File: config.mk
export PLATFORM = sky130hd
export DESIGN_NAME = can_ts_unit
export DESIGN_NICKNAME = d
export VERILOG_FILES = /design/src/rtl/can_ts_pkg.sv /design/src/rtl/can_ts_timer.sv /design/src/rtl/can_ts_capture.sv /design/src/rtl/can_ts_unit.sv
export SDC_FILE = /design/constraint.sdc
export NUM_CORES = 1
export LEC_CHECK = 0
export BUFFER_PORTS_ARGS = -buffer_cell sky130_fd_sc_hd__clkbuf_2
export CELL_PAD_IN_SITES_DETAIL_PLACEMENT = 1
export CELL_PAD_IN_SITES_GLOBAL_PLACEMENT = 1
export CORE_UTILIZATION = 40
export DETAILED_ROUTE_END_ITERATION = 7
export PLACE_DENSITY_LB_ADDON = 0.12
export SYNTH_ARGS = -nofsm -noshare
export SYNTH_HDL_FRONTEND = slang
export SYNTH_SLANG_ARGS = --single-unit
File: constraint.sdc
create_clock -name clk -period 1.7 [get_ports clk]
set_clock_uncertainty 0.1 [all_clocks]
set_input_delay 0.425 -clock clk [delete_from_list [all_inputs] [get_ports clk]]
set_output_delay 0.425 -clock clk [all_outputs]
set_load 0.01 [all_outputs]
File: src/rtl/can_ts_pkg.sv
// Package: shared defaults and the commit decision type for the
// frame timestamp unit. Assumes nothing beyond the standard types.
package can_ts_pkg;
    localparam int TS_W_DEF   = 16;
    localparam int NUM_BUF_DEF = 16;

    // Outcome of a commit decision in one cycle.
    typedef enum logic [1:0] {
        CM_NONE = 2'd0,
        CM_RX   = 2'd1,
        CM_TX   = 2'd2
    } commit_e;
endpackage

File: src/rtl/can_ts_timer.sv
// Module: free-running time base. Counts bit-time ticks and wraps at
// its width. A clear request wins over a tick in the same cycle.
// Assumes the clear input is a registered one-cycle pulse.
module can_ts_timer #(
    parameter int W = 16
) (
    input  logic         clk,
    input  logic         rst_n,
    input  logic         tick,
    input  logic         clear,
    output logic [W-1:0] count
);
    localparam logic [W-1:0] ONE = W'(1);

    // Advance, clear or hold the time base.
    always_ff @(posedge clk) begin
        if (!rst_n)      count <= '0;
        else if (clear)  count <= '0;
        else if (tick)   count <= count + ONE;
    end
endmodule

File: src/rtl/can_ts_capture.sv
// Module: sample holder and commit stage. It latches the time base at
// identifier start, and on a receive store or a transmit success it
// issues one registered write with the held sample. A transmit failure
// drops the sample. It also raises the synchronisation clear request
// for a buffer-0 reception. Assumes the strobes are one-cycle pulses.
module can_ts_capture
    import can_ts_pkg::*;
#(
    parameter int W        = 16,
    parameter int IDX_W    = 4,
    parameter int SYNC_BUF = 0
) (
    input  logic             clk,
    input  logic             rst_n,
    input  logic [W-1:0]     cur_time,
    input  logic             id_start,
    input  logic             rx_store,
    input  logic [IDX_W-1:0] rx_index,
    input  logic             tx_ok,
    input  logic             tx_fail,
    input  logic             sync_en,
    output logic [W-1:0]     ts_value,
    output logic [IDX_W-1:0] rx_idx,
    output logic             rx_we,
    output logic             tx_we,
    output logic             sync_clear
);
    localparam logic [IDX_W-1:0] SYNC_IDX = IDX_W'(SYNC_BUF);

    logic [W-1:0] sample_q;
    logic         held_q;
    commit_e      decision;

    // Choose which commit, if any, happens this cycle; receive wins.
    always_comb begin
        decision = CM_NONE;
        if (held_q) begin
            if (rx_store)   decision = CM_RX;
            else if (tx_ok) decision = CM_TX;
        end
    end

    // Hold the sample: load at identifier start, drop on use or failure.
    always_ff @(posedge clk) begin
        if (!rst_n) begin
            sample_q <= '0;
            held_q   <= 1'b0;
        end else begin
            if (decision != CM_NONE || tx_fail) held_q <= 1'b0;
            if (id_start) begin
                sample_q <= cur_time;
                held_q   <= 1'b1;
            end
        end
    end

    // Register the write strobes and the value and index they carry.
    always_ff @(posedge clk) begin
        if (!rst_n) begin
            ts_value <= '0;
            rx_idx   <= '0;
            rx_we    <= 1'b0;
            tx_we    <= 1'b0;
        end else begin
            rx_we <= (decision == CM_RX);
            tx_we <= (decision == CM_TX);
            if (decision != CM_NONE) ts_value <= sample_q;
            if (decision == CM_RX)   rx_idx   <= rx_index;
        end
    end

    // Request the time base clear one cycle after a buffer-0 store.
    always_ff @(posedge clk) begin
        if (!rst_n) sync_clear <= 1'b0;
        else        sync_clear <= rx_store && sync_en && (rx_index == SYNC_IDX);
    end
endmodule

File: src/rtl/can_ts_unit.sv
// Module: top of the frame timestamp unit. It joins the time base to
// the capture and commit stage. Assumes a single clock domain, with all
// strobes coming from the protocol engine as one-cycle pulses.
module can_ts_unit #(
    parameter int TS_W    = can_ts_pkg::TS_W_DEF,
    parameter int NUM_BUF = can_ts_pkg::NUM_BUF_DEF,
    parameter int IDX_W   = $clog2(NUM_BUF)
) (
    input  logic             clk,
    input  logic             rst_n,
    input  logic             bit_tick,
    input  logic             id_start,
    input  logic             rx_store,
    input  logic [IDX_W-1:0] rx_index,
    input  logic             tx_ok,
    input  logic             tx_fail,
    input  logic             sync_en,
    output logic [TS_W-1:0]  timer_now,
    output logic [TS_W-1:0]  ts_value,
    output logic [IDX_W-1:0] rx_ts_idx,
    output logic             rx_ts_we,
    output logic             tx_ts_we
);
    logic sync_clear;

    can_ts_timer #(.W(TS_W)) i_timer (
        .clk   (clk),
        .rst_n (rst_n),
        .tick  (bit_tick),
        .clear (sync_clear),
        .count (timer_now)
    );

    can_ts_capture #(.W(TS_W), .IDX_W(IDX_W), .SYNC_BUF(0)) i_capture (
        .clk        (clk),
        .rst_n      (rst_n),
        .cur_time   (timer_now),
        .id_start   (id_start),
        .rx_store   (rx_store),
        .rx_index   (rx_index),
        .tx_ok      (tx_ok),
        .tx_fail    (tx_fail),
        .sync_en    (sync_en),
        .ts_value   (ts_value),
        .rx_idx     (rx_ts_idx),
        .rx_we      (rx_ts_we),
        .tx_we      (tx_ts_we),
        .sync_clear (sync_clear)
    );
endmodule

; Word level (Yosys, flattened, before mapping)
; Cells that the tools add are included.
; W data, S select, Z words.
[totals]
reg_bits = 56
in_bits = 12
output_inout_bits = 38
elab_cells = 24
[classes]
add_sub_neg = 1
eq_ne = 2
muxes = 5
bitwise = 1
reduce_logical = 7
[ops]
columns = cell, count
row1 = $add A16 B1 Y16 const B, 1
row2 = $mux W2, 3
row3 = $logic_not A4 Y1, 1
row4 = $reduce_bool A2 Y1, 2
row5 = $eq A2 B1 Y1 const B, 1
row6 = $eq A2 B2 Y1 const B, 1
row7 = $logic_and A1 B1 Y1, 2
row8 = $mux W1, 2
row9 = $reduce_or A2 Y1, 1
row10 = $logic_or A1 B1 Y1, 1
row11 = $not A1 Y1, 1

; Longest topological paths before layout
; Gate-level depths: netlist of run 1.
[logic_depth]
depth_word = 7
ltp_mapped = 6

; By module
; From an unflattened synthesis of run 1, not the netlist that was laid out.
[unflattened]
cells_unflattened = 233
area_unflattened_um2 = 2279.7
[modules_own_cells]
columns = module, instances, cells_each, area_each_um2, seq_area_each_um2
row1 = can_ts_capture, 1, 151, 1571.5, 800.8
row2 = can_ts_timer, 1, 82, 708.2, 320.3

; Worst setup path before layout of run 1
; OpenSTA, ideal clock, no wires.
[synth_path]
kind = input-to-reg
from = input port bit_tick
to = register i_timer.count[15]
setup_time_ps = 128
arrival_time_ps = 1246
required_time_ps = 1472
slack_ps = 227
stages = 5
cell_sequence = buf_2 -> nand4_2 -> nor3_2 -> a31o_2 -> a21oi_1
[synth_rtl]
columns = item, line_no
row1 = "start, declared", can_ts_unit.sv:11  ; input logic bit_tick,
row2 = "end signal, assigned", can_ts_timer.sv:19  ; else if (tick) count <= count + ONE;
row3 = "end, declared", can_ts_timer.sv:11  ; output logic [W-1:0] count

; Worst setup path in the final report of run 1
[layout_path]
from = register i_timer.count[3]
to = output port timer_now[3]
[layout_rtl]
columns = item, line_no
row1 = "end, declared", can_ts_unit.sv:18  ; output logic [TS_W-1:0] timer_now,
; No word-level cell between the ends.

==> results of run 1 <==
## flip-flops by register name (all words and copies together), names as in the netlist
register,flops
i_capture.sample_q,16
i_capture.ts_value,16
i_timer.count,16
i_capture.rx_idx,4
i_capture.held_q,1
i_capture.rx_we,1
i_capture.sync_clear,1
i_capture.tx_we,1
## synth_stat cells
master    number
nor3_2         1
a211o_1        1
nor3b_1        1
a31o_2         1
nand3_1        8
nand4b_1       1
o21a_1         2
nor2_1        15
and3_1         2
nand4_4        1
nand2b_1       1
mux2i_1       17
o21ai_2        1
a21boi_0      18
xnor2_1        7
ha_1           1
a21boi_1       2
nor3_1         3
nand4_2        1
xor2_1         4
buf_2          9
nand4_1        4
nor4_1         1
and4b_1        1
o21ai_0        2
nand2_1       43
nor4_2         3
a21oi_1        3
clkbuf_1       6
inv_1          4
nor2b_1       16
dfxtp_1       56
or3_1          2
## per-stage QoR
stage | hold slack (ps) | setup WS (ps)
after floorplan | 330 | 227
after detailed placement | 353 | 164
after global routing | 196 | 46.7
final | 204 | 178
after global placement | 344 | 194
after CTS | 196 | 164
## layer usage
layer  GRT usage [%]  vias up
met5               0        -
met4            5.77        0
met3            3.57        5
met2            29.2       31
met1            21.6      838
li1                -      899
## final cells by class
| class | count | area (sq um) |
|---|---|---|
| clock buffers | 5 | 68.8 |
| clock inverters | 2 | 12.5 |
| fillers | 635 | 2560 |
| inverters | 4 | 15.0 |
| multi-input cells | 163 | 1040 |
| flip-flops and latches | 56 | 1120 |
| well taps | 70 | 87.6 |
| repair buffers | 61 | 335 |
## worst paths after layout
kind / cells after the start / slack [ps] / from / endpoint
setup reg to reg: 4 / 210 / i_timer.count[5]$_SDFFE_PP0P_ / i_timer.count[11]$_SDFFE_PP0P_
setup / recovery: 2 / 180 / i_timer.count[3]$_SDFFE_PP0P_ / timer_now[3]
hold / removal: 2 / 200 / rx_index[3] / i_capture.sync_clear$_SDFF_PN0_
hold reg to reg: 2 / 360 / i_capture.ts_value[8]$_SDFFE_PN0P_ / i_capture.ts_value[8]$_SDFFE_PN0P_
## cell usage in the layout, fill, tap and decap left out, types with 2 or more instances in the layout
| master | n |
|---|---|
| nand3_1 | 8 |
| and3_1 | 2 |
| buf_4 | 12 |
| clkbuf_2 | 49 |
| nor2b_1 | 16 |
| nor2_1 | 15 |
| inv_1 | 4 |
| a21boi_0 | 18 |
| a21boi_1 | 2 |
| nand2_1 | 43 |
| or3_1 | 2 |
| nor3_1 | 3 |
| mux2i_1 | 17 |
| a21oi_1 | 3 |
| o21ai_0 | 2 |
| o21a_1 | 2 |
| clkbuf_8 | 5 |
| dfxtp_1 | 56 |
| xor2_1 | 4 |
| nand4_1 | 4 |
| nor4_2 | 3 |
| xnor2_1 | 7 |
## power groups by stage
| stage | Combinational [mW] | Sequential [mW] | Clock, mW |
|---|---|---|---|
| final | 0.136 | 1.34 | 0.702 |
| after detailed placement | 0.138 | 1.37 | 0 |
| after global placement | 0.136 | 1.37 | 0 |
| after global routing | 0.149 | 1.34 | 0.780 |
| after CTS | 0.138 | 1.34 | 0.727 |
| after floorplan | 0.0898 | 1.37 | 0 |
## cell families (layout without fill, tap and decap cells)
group | count (synthesis) | after routing | share of synthesized area, %
adders and majority gates | 1 | 1 | 0.558
AOI/OAI and AO/OA | 30 | 30 | 9.65
xor gates and xnor gates | 11 | 11 | 4.30
and+or+nand+nor | 104 | 104 | 24.2
DFF | 56 | 56 | 50.0
buffers and inverters | 19 | 72 | 3.68
muxes | 17 | 17 | 7.59
## worst max-delay path, stage by stage (launching register included)
cell and delay [ps]:
dfxtp_1 390, buf_4 170, clkbuf_2 130
==> run metrics, run 1 <==
combinational share of power=6.2%; synth unique cells=33; Vias/cell=4.91; n_diodes=0; Synth area leaders=dfxtp_1 50%, mux2i_1 7.6%, nand2_1 7.2%; die width=76.9 um; sw power=0.514 mW; DR pass1 iterations=3; Syn. warnings=0; Internal=1.66 mW; Core Area=0.00524 sq mm; first-pass GRT wire length=8090 um; fmax=657 MHz; highest metal used=met4; Crit Path Max Fanout=6; Starting Density=42.8%; Final Max Slew Viols=0; CTS tree=yes; number of DRC markers in iteration 0=117; syn nets=251; Mapped Cells=238; post-layout instance area=0.00268 sq mm; #FFs+latches synth=56; IO Port Bufs=49; Hold Crit Class=in2reg; fin cells=361; number of global-route vias before repair=1691; Final Hold Fails=0; Peak VDD IR=305 uV; Power, Total=2.18 mW; met2 WL=2280 um; LEAKAGE=1.08 nW; met3 WL=146 um; setup TNS=0 ps; H-tree depth=2; FP Rows=26; final net count=304; largest net degree at the start of global routing=34; Placer Congestion=0.758; Setup Fix Bufs, Post-CTS=0; Placed Area=0.00260 sq mm; root buffer cell=clkbuf_8; drt wl/cell=13.2 um; # DRC=0; cell accounting for the most synthesized area=dfxtp_1; clock transition at the registers of the reported paths=100 ps; CTS sink cnt=56; hold_buf cts=0; unrepaired setup endpoints after global routing=false; placed cells=354; Synth Area per Inst=9.42 sq um; required time worst endpoint=1170 ps; num ports=50; Chip Height=76.9 um; dpl hpwl=3510 um; Post-DRT Antenna Nets=0; Post-CTS Resized=0; Max clock buf depth=2; worst skew pair latency=310 ps; Crit. End Element=primary output; final worst path period share=89.5%; GRT Util Overall=17.2%; Final setup viols=0; arrival time of the worst setup path=1000 ps; final WL=4750 um; Setup crit start kind=register; CTS buffer count=5; Core Util, Final=51.1%; sequential share of the synthesized area=50.0%; initial antenna violation count=0; clock share of power=32.2%; layout cells sized above 1=26.1%; Worst Tran Pin Value=557 ps; sequential share of power=61.5%; die area=0.00591 sq mm; routed vias=1773; P per Cell Area=813 mW/mm^2; grt total ovfl=0; Max Cap Viol=0; Mapped Area=0.00224 sq mm; Final Critical Period=1520 ps; Synth top area share=50.0%; Slew Limit Headroom=62.9%; status=finished clean; Sw Ratio=23.6%; area grow syn2layout=19.5%; WS Path Type=reg2out; M1 WL=2270 um
(Power assumes the default switching activity.)
==> run 2: changes to the inputs <==
CORE_ASPECT_RATIO = 1.1   (was default)
==> run metrics, run 2 (same netlist as run 1, synthesis figures left out) <==
grt total ovfl=0 (unchanged); largest net degree at the start of global routing=41 (+21%); Core Area=0.00540 sq mm (+3.0%); layout cells sized above 1=26.0% (-0.089 points); Peak VDD IR=292 uV (-4.2%); area grow syn2layout=19.9%; GRT Util Overall=18.2% (+1.0 points); Worst Tran Pin Value=579 ps (+21.8 ps); required time worst endpoint=1170 ps (about the same); CP max stage cell=dfxtp_1; status=finished clean; number of DRC markers in iteration 0=73 (-38%); sw power=0.500 mW (-2.7%); CTS sink cnt=56 (unchanged); Setup crit start kind=register; n_diodes=0 (unchanged); placed cells=360 (+1.7%); die area=0.00591 sq mm (about the same); die width=73.4 um (-4.5%); Starting Density=41.6% (-1.3 points); Max clock buf depth=2 (unchanged); crit-path leading delay family=flip-flops; Crit Path Max Fanout=8 (+2); Placer Congestion=0.740 (-2.3%); clock share of power=31.7% (-0.5 points); Slew Limit Headroom=61.4% (-1.5 points); P per Cell Area=807 mW/mm^2 (-0.76%); CTS tree=yes; biggest regs=i_capture.sample_q x16, i_capture.ts_value x16, i_timer.count x16; final net count=305 (+0.33%); Post-CTS Resized=0 (unchanged); Fillers=674 (+6.1%); worst path bufs/invs=1 (-1); Vias/cell=4.87 (-0.91%); drt wl/cell=13.7 um (+3.8%); Crit. End Element=primary output; fmax=656 MHz (-0.14%); unrepaired setup endpoints after global routing=false; initial antenna violation count=0 (unchanged); Cell Chain, Critical Path=clkbuf_2; Final setup viols=0 (unchanged); Final Critical Period=1520 ps (+2.16 ps); WS Path Type=reg2out; first-pass GRT wire length=8190 um (+1.2%); CTS buffer count=5 (unchanged); # DRC=0 (unchanged); arrival time of the worst setup path=1000 ps (about the same); Sw Ratio=23.1% (-0.54 points); num ports=50 (unchanged); post-layout instance area=0.00269 sq mm (+0.37%); DR pass1 iterations=4 (+1); combinational share of power=6.7% (+0.5 points); root buffer cell=clkbuf_8; Setup Fix Bufs, Post-CTS=0 (unchanged); routed vias=1786 (+0.73%); sequential share of power=61.6% (about the same); clock transition at the registers of the reported paths=90 ps (about the same); fin cells=367 (+1.7%); final WL=5020 um (+5.6%); most frequent cells in the layout=56 x dfxtp_1, 49 x clkbuf_2, 43 x nand2_1; FP Rows=28 (+7.7%); dpl hpwl=3620 um (+3.0%); Max Cap Viol=0 (unchanged); Hold Crit Class=in2reg; IO Port Bufs=49 (unchanged); Placed Area=0.00261 sq mm (+0.53%); Internal=1.67 mW (+0.32%); hold_buf cts=0 (unchanged); H-tree depth=2 (unchanged); final worst path period share=89.7% (+0.13 points); Post-DRT Antenna Nets=0 (unchanged); most common cell after layout, fill and taps aside=dfxtp_1; Final Max Slew Viols=0 (unchanged); setup TNS=0 ps (unchanged); Chip Height=80.5 um (+4.7%); crit-path max cell delay=500 ps (+110 ps); Final Hold Fails=0 (unchanged); number of global-route vias before repair=1700 (+0.53%); LEAKAGE=1.09 nW (+0.50%); worst skew pair latency=300 ps (about the same)
run 2: cell types whose count changed in the layout (fill, tap and decap cells not counted), sizes merged:
cell and delta:
clkinvlp -1, buf +1, clkbuf +1
run 2: final cells by class:
| type | count | area, sq um | share of cell area (%) |
|---|---|---|---|
| repair buffers | 62 | 343 | 12.8 |
| clock inverters | 1 | 5.00 | 0.186 |
| clock buffers | 6 | 72.6 | 2.70 |
| flip-flops and latches | 56 | 1120 | 41.7 |
| multi-input cells | 163 | 1040 | 38.6 |
| well taps | 75 | 93.8 | 3.49 |
| inverters | 4 | 15.0 | 0.558 |
run 2: metrics by stage:
stage | setup WS [ps] | total power, mW | hold slack [ps] | utilization (%)
after global routing | 63.7 | 2.27 | 195 | 49.8
after CTS | 165 | 2.21 | 186 | 49.8
final | 176 | 2.17 | 195 | 49.8
after global placement | 133 | 1.52 | 342 | 48.4
after detailed placement | 119 | 1.52 | 345 | 48.4
after floorplan | 227 | 1.46 | 330 | -
run 2: worst paths after layout:
check | startpoint | end | slack (ps) | depth (start not counted)
max reg2reg | i_timer.count[2]$_SDFFE_PP0P_ | i_timer.count[11]$_SDFFE_PP0P_ | 180 | 4
min | rx_index[0] | i_capture.sync_clear$_SDFF_PN0_ | 190 | 2
max | i_timer.count[2]$_SDFFE_PP0P_ | timer_now[2] | 180 | 1
min reg2reg | i_capture.ts_value[8]$_SDFFE_PN0P_ | i_capture.ts_value[8]$_SDFFE_PN0P_ | 360 | 2
run 2: power by group through the flow:
stage	combinational, mW	clock, mW	sequential, mW
6_report	0.145	0.688	1.34
3_3_place_gp	0.147	0	1.37
3_5_place_dp	0.148	0	1.37
5_1_grt	0.161	0.771	1.34
2_1_floorplan	0.0898	0	1.37
4_1_cts	0.149	0.721	1.34
run 2: metal layers:
metal	part of all wire [%]	vias to the layer above	GRT usage (%)	wire length, um
met5	0	-	0	0
met4	1.2	0	4.62	59
met3	3.3	5	4.52	165
met2	48	34	29.6	2400
met1	48	847	24.0	2400
li1	-	900	-	-
==> run 3: changes to the inputs <==
CELL_PAD_IN_SITES_DETAIL_PLACEMENT = default   (was 1)
CELL_PAD_IN_SITES_GLOBAL_PLACEMENT = default   (was 1)
CORE_UTILIZATION = 42   (was 40)
clock period = 1.65 ns   (was 1.7 ns; I/O delays follow)
==> run metrics, run 3 (same netlist as run 1, synthesis figures left out) <==
status=finished clean; most common cell after layout, fill and taps aside=dfxtp_1; Peak VDD IR=599 uV (+110%); die width=71.7 um (-2.3%); required time worst endpoint=1140 ps (-30 ps); n_diodes=0 (unchanged); Worst R2R Path Depth=5 (+1); Fillers=508 (-25%); Setup crit start kind=register; number of global-route vias before repair=1545 (-9.1%); Starting Density=44.2% (+2.7 points); Final Max Slew Viols=0 (unchanged); Hold Path Depth=2 (unchanged); number of DRC markers in iteration 0=86 (+18%); setup TNS=0 ps (unchanged); Placer Congestion=0.722 (-2.4%); WS Path Type=reg2out; reg-to-reg critical path endpoint=i_timer.count[10]$_SDFFE_PP0P_; sequential share of power=60.1% (-1.5 points); hold_buf cts=0 (unchanged); Seq. cell area=0.00112 sq mm (unchanged); Final setup viols=0 (unchanged); Hold Crit Class=in2reg; Placed Area=0.00262 sq mm (+0.34%); LEAKAGE=1.12 nW (+2.8%); root buffer cell=clkbuf_8; sw power=0.528 mW (+5.4%); # DRC=0 (unchanged); Slew Limit Headroom=61.3% (-0.062 points); Max clock buf depth=2 (unchanged); worst skew pair latency=310 ps (about the same); CTS tree=yes; CTS buffer count=5 (unchanged); fmax=667 MHz; H-tree depth=2 (unchanged); fin cells=355 (-3.3%); final net count=309 (+1.3%); P per Cell Area=847 mW/mm^2 (+4.9%); Internal=1.77 mW (+6.0%); clock transition at the registers of the reported paths=100 ps (about the same); Post-DRT Antenna Nets=0 (unchanged); Chip Height=78.6 um (-2.3%); Setup Fix Bufs, Post-CTS=0 (unchanged); dpl hpwl=3290 um (-9.2%); largest net degree at the start of global routing=20 (-51%); CTS sink cnt=56 (unchanged); Max Cap Viol=0 (unchanged); Power, Total=2.30 mW (+5.9%); Core Area=0.00507 sq mm (-6.1%); die area=0.00564 sq mm (-4.6%); Final Critical Period=1500 ps; combinational share of power=6.5% (-0.2 points); Multi-input gate area=0.00104 sq mm (unchanged); final WL=4490 um (-10%); unrepaired setup endpoints after global routing=false; Worst Tran Pin Value=580 ps (+0.928 ps); HP Start=rx_index[1]; FF-to-FF Start=i_timer.count[1]$_SDFFE_PP0P_; layout cells sized above 1=27.6% (+1.6 points); IO Port Bufs=49 (unchanged); register-to-register setup slack=230 ps (+50 ps); first-pass GRT wire length=7510 um (-8.3%); Final Hold Fails=0 (unchanged); DR pass1 iterations=4 (unchanged); post-layout instance area=0.00271 sq mm (+0.88%); Hold Path Sink=i_capture.sync_clear$_SDFF_PN0_; final worst path period share=90.9%; Crit. End Element=primary output; routed vias=1752 (-1.9%); num ports=50 (unchanged); area grow syn2layout=21.0%; grt total ovfl=0 (unchanged); most frequent cells in the layout=56 x dfxtp_1, 49 x clkbuf_2, 43 x nand2_1; placed cells=347 (-3.6%); GRT Util Overall=17.1% (-1.1 points); Crit Path Max Fanout=6 (-2); Sw Ratio=23.0% (-0.096 points); arrival time of the worst setup path=990 ps (about the same); FP Rows=27 (-3.6%); clock share of power=33.4% (+1.7 points); Vias/cell=4.94 (+1.4%); initial antenna violation count=0 (unchanged); Post-CTS Resized=0 (unchanged); biggest regs=i_capture.sample_q x16, i_capture.ts_value x16, i_timer.count x16; drt wl/cell=12.7 um (-7.4%)
## run 3: cell count changes in the layout (fill, tap and decap cells not counted)
cell      change
clkbuf_1      -1
buf_4         +4
clkbuf_8      +1
clkinv_2      +1
## run 3: area by class of cell
type | instances | share of cell area, %
timing repair buffer | 66 | 13.7
clock buffer | 6 | 3.04
clock inverter | 2 | 0.369
tap | 58 | 2.68
inverter | 4 | 0.554
multi-input combinational | 163 | 38.3
sequential | 56 | 41.3
## run 3: metrics by stage
step	hold WS [ps]	util [%]	setup slack [ps]
after floorplan	330	-	189
after CTS	171	53.5	130
after global placement	344	51.7	172
final	181	53.5	151
after detailed placement	348	51.7	144
after global routing	178	53.5	87.8
## run 3: power groups by stage
stage	Combinational (mW)	Clock [mW]	Sequential (mW)
4_1_cts	0.152	0.794	1.38
3_3_place_gp	0.151	0	1.41
6_report	0.150	0.767	1.38
2_1_floorplan	0.0925	0	1.41
5_1_grt	0.166	0.862	1.38
3_5_place_dp	0.152	0	1.41
## run 3: layer usage
layer  global-route usage, %  share of wire [%]  up-vias
met4                    5.88                1.2        0
li1                        -                  -      911
met3                    4.75                4.3        7
met1                    23.5                 50      794
met2                    25.8                 45       40
met5                       0                  0        -
## run 3: how the worst max path moves through the flow
stage | startpoint | to | slack (ps) | cells past startpoint
final | i_timer.count[3]$_SDFFE_PP0P_ | timer_now[3] | 150 | 2
after global routing | i_timer.count[4]$_SDFFE_PP0P_ | timer_now[4] | 90 | 2
after CTS | i_timer.count[4]$_SDFFE_PP0P_ | timer_now[4] | 130 | 2
after detailed placement | bit_tick | i_timer.count[15]$_SDFFE_PP0P_ | 140 | 5
after global placement | bit_tick | i_timer.count[15]$_SDFFE_PP0P_ | 170 | 5
after floorplan | bit_tick | i_timer.count[15]$_SDFFE_PP0P_ | 190 | 5
## run 3: critical path, cell delays in order, from the launching register on
cell      delay, ps
dfxtp_1         380
buf_4           160
clkbuf_2        130
